`src/rtl/retrig_cond_pkg.sv`:
```
package retrig_cond_pkg;
  localparam int unsigned CFG_W   = 8;
  localparam int unsigned MODE_W  = 4;
  localparam int unsigned SYNC_N  = 2;
  localparam int unsigned FILT_N  = 4;
  localparam int unsigned N_SRC   = 2;
  localparam int unsigned SEL_BIT = 6;

  typedef struct packed {
    logic              cap_en;
    logic              in_sel;
    logic              pol;
    logic              filt_en;
    logic [MODE_W-1:0] mode;
  } cfg_t;
endpackage

```
`src/rtl/rc_sync.sv`:
```
module rc_sync #(
  parameter int unsigned STAGES = 2
) (
  input  logic clk,
  input  logic rst_n,
  input  logic d,
  output logic q
);
  logic [STAGES-1:0] chain;

  always_ff @(posedge clk or negedge rst_n) begin
    if (!rst_n) chain <= '0;
    else        chain <= {chain[STAGES-2:0], d};
  end

  assign q = chain[STAGES-1];
endmodule

```
`src/rtl/rc_filter.sv`:
```
module rc_filter #(
  parameter int unsigned TAPS = 4
) (
  input  logic clk,
  input  logic rst_n,
  input  logic load,
  input  logic load_val,
  input  logic din,
  output logic dout
);
  localparam int unsigned HW = TAPS - 1;

  logic [HW-1:0] hist;
  logic [TAPS-1:0] window;
  logic agree;

  assign window = {hist, din};
  assign agree  = (&window) | ~(|window);

  always_ff @(posedge clk or negedge rst_n) begin
    if (!rst_n) begin
      hist <= '0;
      dout <= 1'b0;
    end else if (load) begin
      hist <= {HW{load_val}};
      dout <= load_val;
    end else begin
      hist <= window[HW-1:0];
      if (agree) dout <= din;
    end
  end
endmodule

```
`src/rtl/rc_edge.sv`:
```
module rc_edge (
  input  logic clk,
  input  logic rst_n,
  input  logic load,
  input  logic load_val,
  input  logic cond,
  input  logic pol,
  output logic level,
  output logic pulse
);
  logic prev;

  always_ff @(posedge clk or negedge rst_n) begin
    if (!rst_n)    prev <= 1'b0;
    else if (load) prev <= load_val;
    else           prev <= cond;
  end

  assign level = pol ? cond : ~cond;
  assign pulse = pol ? (cond & ~prev) : (~cond & prev);
endmodule

```
`src/rtl/retrig_cond.sv`:
```
module retrig_cond
  import retrig_cond_pkg::*;
(
  input  logic              clk,
  input  logic              rst_n,
  input  logic              cfg_wr,
  input  logic [CFG_W-1:0]  cfg_data,
  input  logic              pin_in,
  input  logic              cmp_in,
  output logic              level_evt,
  output logic              edge_evt,
  output logic              capture_stb,
  output logic [MODE_W-1:0] mode_out
);
  cfg_t             cfg_q;
  logic [N_SRC-1:0] raw;
  logic [N_SRC-1:0] synced;
  logic             sel_now;
  logic             sel_load;
  logic             filt_q;
  logic             cond;

  always_ff @(posedge clk or negedge rst_n) begin
    if (!rst_n)      cfg_q <= '0;
    else if (cfg_wr) cfg_q <= cfg_t'(cfg_data);
  end

  assign raw = {cmp_in, pin_in};

  for (genvar g = 0; g < N_SRC; g++) begin : g_sync
    rc_sync #(.STAGES(SYNC_N)) u_sync (
      .clk   (clk),
      .rst_n (rst_n),
      .d     (raw[g]),
      .q     (synced[g])
    );
  end

  assign sel_now  = synced[cfg_q.in_sel];
  assign sel_load = synced[cfg_data[SEL_BIT]];

  rc_filter #(.TAPS(FILT_N)) u_filt (
    .clk      (clk),
    .rst_n    (rst_n),
    .load     (cfg_wr),
    .load_val (sel_load),
    .din      (sel_now),
    .dout     (filt_q)
  );

  assign cond = cfg_q.filt_en ? filt_q : sel_now;

  rc_edge u_edge (
    .clk      (clk),
    .rst_n    (rst_n),
    .load     (cfg_wr),
    .load_val (sel_load),
    .cond     (cond),
    .pol      (cfg_q.pol),
    .level    (level_evt),
    .pulse    (edge_evt)
  );

  assign capture_stb = edge_evt & cfg_q.cap_en;
  assign mode_out    = cfg_q.mode;
endmodule

```
`config.mk`:
```
export PLATFORM = sky130hd
export DESIGN_NAME = retrig_cond
export DESIGN_NICKNAME = d
export VERILOG_FILES = /design/src/rtl/retrig_cond_pkg.sv /design/src/rtl/rc_sync.sv /design/src/rtl/rc_filter.sv /design/src/rtl/rc_edge.sv /design/src/rtl/retrig_cond.sv
export SDC_FILE = /design/constraint.sdc
export NUM_CORES = 1
export LEC_CHECK = 0
export BUFFER_PORTS_ARGS = -buffer_cell sky130_fd_sc_hd__buf_2
export CORE_MARGIN = 1
export CORE_UTILIZATION = 35
export CTS_CLUSTER_SIZE = 16
export DETAILED_ROUTE_END_ITERATION = 8
export PLACE_DENSITY_LB_ADDON = 0.2
export SETUP_SLACK_MARGIN = 0.4
export SLEW_MARGIN = 5
export SYNTH_ARGS = -nofsm -noshare
export SYNTH_HDL_FRONTEND = slang
export SYNTH_SLANG_ARGS = --single-unit
```
`constraint.sdc`:
```
create_clock -name clk -period 1.9 [get_ports clk]
set_clock_uncertainty 0.15 [all_clocks]
set_input_delay 0.285 -clock clk [delete_from_list [all_inputs] [get_ports clk]]
set_output_delay 0.285 -clock clk [all_outputs]
set_load 0.01 [all_outputs]
```
After elaboration in Yosys (flattened, before gate mapping). Cells that the tools add are included.

Order comparisons: 2. Muxes and demuxes: 11. Bitwise gates (word level): 7. Reductions and logical operators: 3.

Operator list (number): 1-bit two-way mux (10); 1-bit by 2-bit < comparator with 1-bit output, second input constant (2); 4-bit AND reduction (1); 4-bit OR reduction (1); 1-bit bitwise AND (3); 3-bit two-way mux (1); 1-bit NOT (3); 2-bit nonzero test (1); 1-bit OR (1).

Output and inout port bits: 7. Word-level logic and storage cells: 33. Flip-flop bits (word level): 17.

Logic depth before layout (Yosys ltp).
Word-level depth: 7. Depth in mapped cells: 3. Mapped depth without buffers: 3.

Cells and area by module. From an unflattened synthesis, not the netlist that was laid out.

Cells, all modules: 50. Area, all modules: 695.7 um2.

By module, submodules not included: retrig_cond (seq. area each 200.2 um2, area each 369.1 um2, cells each 25, times used 1); rc_filter (seq. area each 100.1 um2, area each 155.1 um2, cells each 15, times used 1); rc_sync (seq. area each 50.0 um2, area each 50.0 um2, cells each 2, times used 2); rc_edge (seq. area each 25.0 um2, area each 71.3 um2, cells each 6, times used 1).

Worst setup path before layout. Ideal clock, no wire load.

Kind: reg2out. Start point: reg cfg_q[6] (netlist name). End point: out capture_stb. Data required time: 1465 ps. Cell stages (with the launch flop): 4. Arrival time: 1191 ps. Slack: 274 ps. Path buffers: 0. Cells stage by stage: dfrtp_1 -> mux2_4 -> mux2i_4 -> mux2i_1.

Longest elaborated chain between the ends: 7.

Ends and longest elaborated chain: start: declaration (RTL line retrig_cond.sv:15) `cfg_t cfg_q;`; start signal: assignment (RTL line retrig_cond.sv:25) `else if (cfg_wr) cfg_q <= cfg_t'(cfg_data);`; 1-bit two-way mux (not written as such) * (2 in series) (RTL line retrig_cond.sv:39) `assign sel_now = synced[cfg_q.in_sel];`; 1-bit two-way mux * (RTL line retrig_cond.sv:51) `assign cond = cfg_q.filt_en ? filt_q : sel_now;`; 1-bit NOT (RTL line rc_edge.sv:20) `assign pulse = pol ? (cond & ~prev) : (~cond & prev);`; 1-bit bitwise AND (RTL line rc_edge.sv:20); 1-bit two-way mux * (RTL line rc_edge.sv:20); 1-bit bitwise AND * (RTL line retrig_cond.sv:64) `assign capture_stb = edge_evt & cfg_q.cap_en;`; end: declaration (RTL line retrig_cond.sv:12) `output logic capture_stb,`.

Every way passes the cells marked *; elsewhere a longest branch is shown, timed or not. The select of a mux whose other input is x is not followed.

Final worst setup path. Same ends and word-level chain as after synthesis.

==> metrics.csv <==
metric;value;unit
outcome;complete, but fails checks;
violations;negative setup slack;
max_stage_delay;0.40;ns
ant_nets;0;
grt_max_degree;18;
synth.cell_area;722;sq um
slew_violations;0;
timing_worst_setup_path_type;flop to primary output;
antenna_found_initial;0;
initial_core_util;0.372;
die_h;47.4;microns
startpoint_type;flop;
clock_path_buffers;2;
r2r_cells;4;
p_per_area;843;nW/um^2
min-delay-path-class;primary input to flop;
core-area;1940;sq um
dr.pass1.iters;3;
power;0.000741;W
rows;16;
cts_root_buffer;clkbuf_4;
worstPathCellList;mux2_4 -> mux2i_4 -> mux2i_1 -> buf_2;
place_congestion;0.642;
crit_path_top_delay_cell;dfrtp_1;
grt_overflow;0;
layout_commonest_cell;buf_2;
track_usage;0.117;
cts_tree;built;
synth_nets;62;
min-delay-start;cfg_data[0];
end_kind;primary output;
hold_viol;0;
synth_area_per_cell;14.7;sq um
yosys_register_bits;17;
power_leakage;0.402;nW
grt_setup_unrepaired;true;
dieArea;2250;sq um
yosys_warnings;0;
r2r_start;cfg_q[6];
hold_path_depth;2;
syn2layout_area_growth;21.8;%
wl_per_cell;10.6;microns
grt_pass1_wl;1720;microns
fin_crit;2.01;ns
drt_wl_total;1040;microns
drive_gt1_frac;0.479;
grt_pass1_vias;391;
cts.clk_slew.worst_paths;0.09;ns
critical_path.startpoint;cfg_q[6];
pre_cts_ws;0.190;ns
cts_sinks;17;
setup_viol;3;
die_x;47.4;microns
fmax;497;MHz
worstPathMaxFanout;4;
viasPerCell;4.41;
portBuffers;19;
drc;0;
dp.final_hpwl;751;microns
mostFrequentLayoutCells;buf_2, dfrtp_1, mux2_2, mux2i_1;
utilization;0.453;
cts_buffers;3;
filler_cell_count;197;
ios;20;
maxCapViolCount;0;
fin_nets;85;
cp_data_arrival_time;1.58;ns
peakVddDrop;516;uV
post-route-period-util;1.06;
antenna_cells;0;
cp.required;1.46;ns
vias;432;
htreeDepth;1;
drt_iter0_markers;4;
clk_latency;0.28;ns
cts_resized;0;
setup_slack;-0.111;ns
relSlewSlack;0.758;
syn_inst;49;
ys_seq_area_frac;0.589;
tightestPinTransition;0.364;ns
synth_cell_types;16;
[timing repair]
item                       in CTS  in global routing
gates cloned                    0                  0
pin swaps                       0                  1
setup buffers                   1                  0
setup endpoints to repair       3                  4
hold endpoints to repair       19                  0
hold buffers                    3                  0
[sequential cells by signal, summed over array words and instances (netlist names)]
name,count
cfg_q,4
g_sync.u_sync.chain,4
mode_out,4
u_filt.hist,3
u_edge.prev,1
u_filt.dout,1
[routing by layer]
layer	GRT usage	routed length (microns)	vias up
met1	0.157	462	203
met3	0.0226	46	2
met4	0.0857	9	0
met2	0.167	517	11
met5	0	0	-
li1	-	-	216
[critical path, delay by kind of cell (launching register included)]
| family | cells | cell delay [ns] |
|---|---|---|
| DFF | 1 | 0.40 |
| muxes | 3 | 0.75 |
| buffers and inverters | 1 | 0.14 |
[per-stage QoR]
step	instances	setup TNS [ns]	instance area (sq um)	hold WS [ns]
after floorplan	49	0	722	-0.161
after global placement	90	0	816	0.0811
after detailed placement	90	0	816	0.0785
after CTS	98	-0.368	880	0.0584
after global routing	98	-0.567	880	0.0733
final	98	-0.284	880	0.0720
[synthesized netlist by cell type]
master	instances	share of area
nand2b_1	2	0.017
o31ai_1	1	0.010
mux2_2	9	0.14
buf_2	1	0.0069
nand3b_1	2	0.021
dfrtp_1	17	0.59
a32oi_1	1	0.012
nand4_1	1	0.0087
nand2_1	1	0.0052
mux2_4	1	0.021
xor2_1	1	0.012
mux2i_1	4	0.055
buf_4	4	0.042
a21oi_1	1	0.0069
o21a_1	2	0.021
mux2i_4	1	0.031
[kinds of logic after synthesis]
logic type	share of synthesized area
compound gates	0.0503
xor+xnor	0.0121
flops	0.589
mux	0.248
buf+inv	0.0485
simple gates	0.0520
[report_power, final]
part	switching, W	leakage (nW)	internal (W)
logic	0.0000565	0.190	0.0000786
clock network	0.000105	0.0150	0.0000815
registers	0.0000244	0.197	0.000395
[cell type report]
| cell class | instances | area (sq um) | area share |
|---|---|---|---|
| flip-flops and latches | 17 | 425 | 0.484 |
| multi-input cells | 27 | 262 | 0.297 |
| repair buffers | 23 | 133 | 0.151 |
| well taps | 27 | 33.8 | 0.0384 |
| clock buffers | 4 | 26.3 | 0.0299 |
[final timing paths]
check	to	slack [ns]
setup / recovery	capture_stb	-0.11
hold / removal	mode_out[0]	0.07
setup reg to reg	u_edge.prev	0.48
hold reg to reg	g_sync[1].u_sync.chain[1]	0.20
max in group asynchronous	cfg_q[4]	1.05
min in group asynchronous	mode_out[0]	0.28
Note: power is estimated with default switching activity, not from simulation.
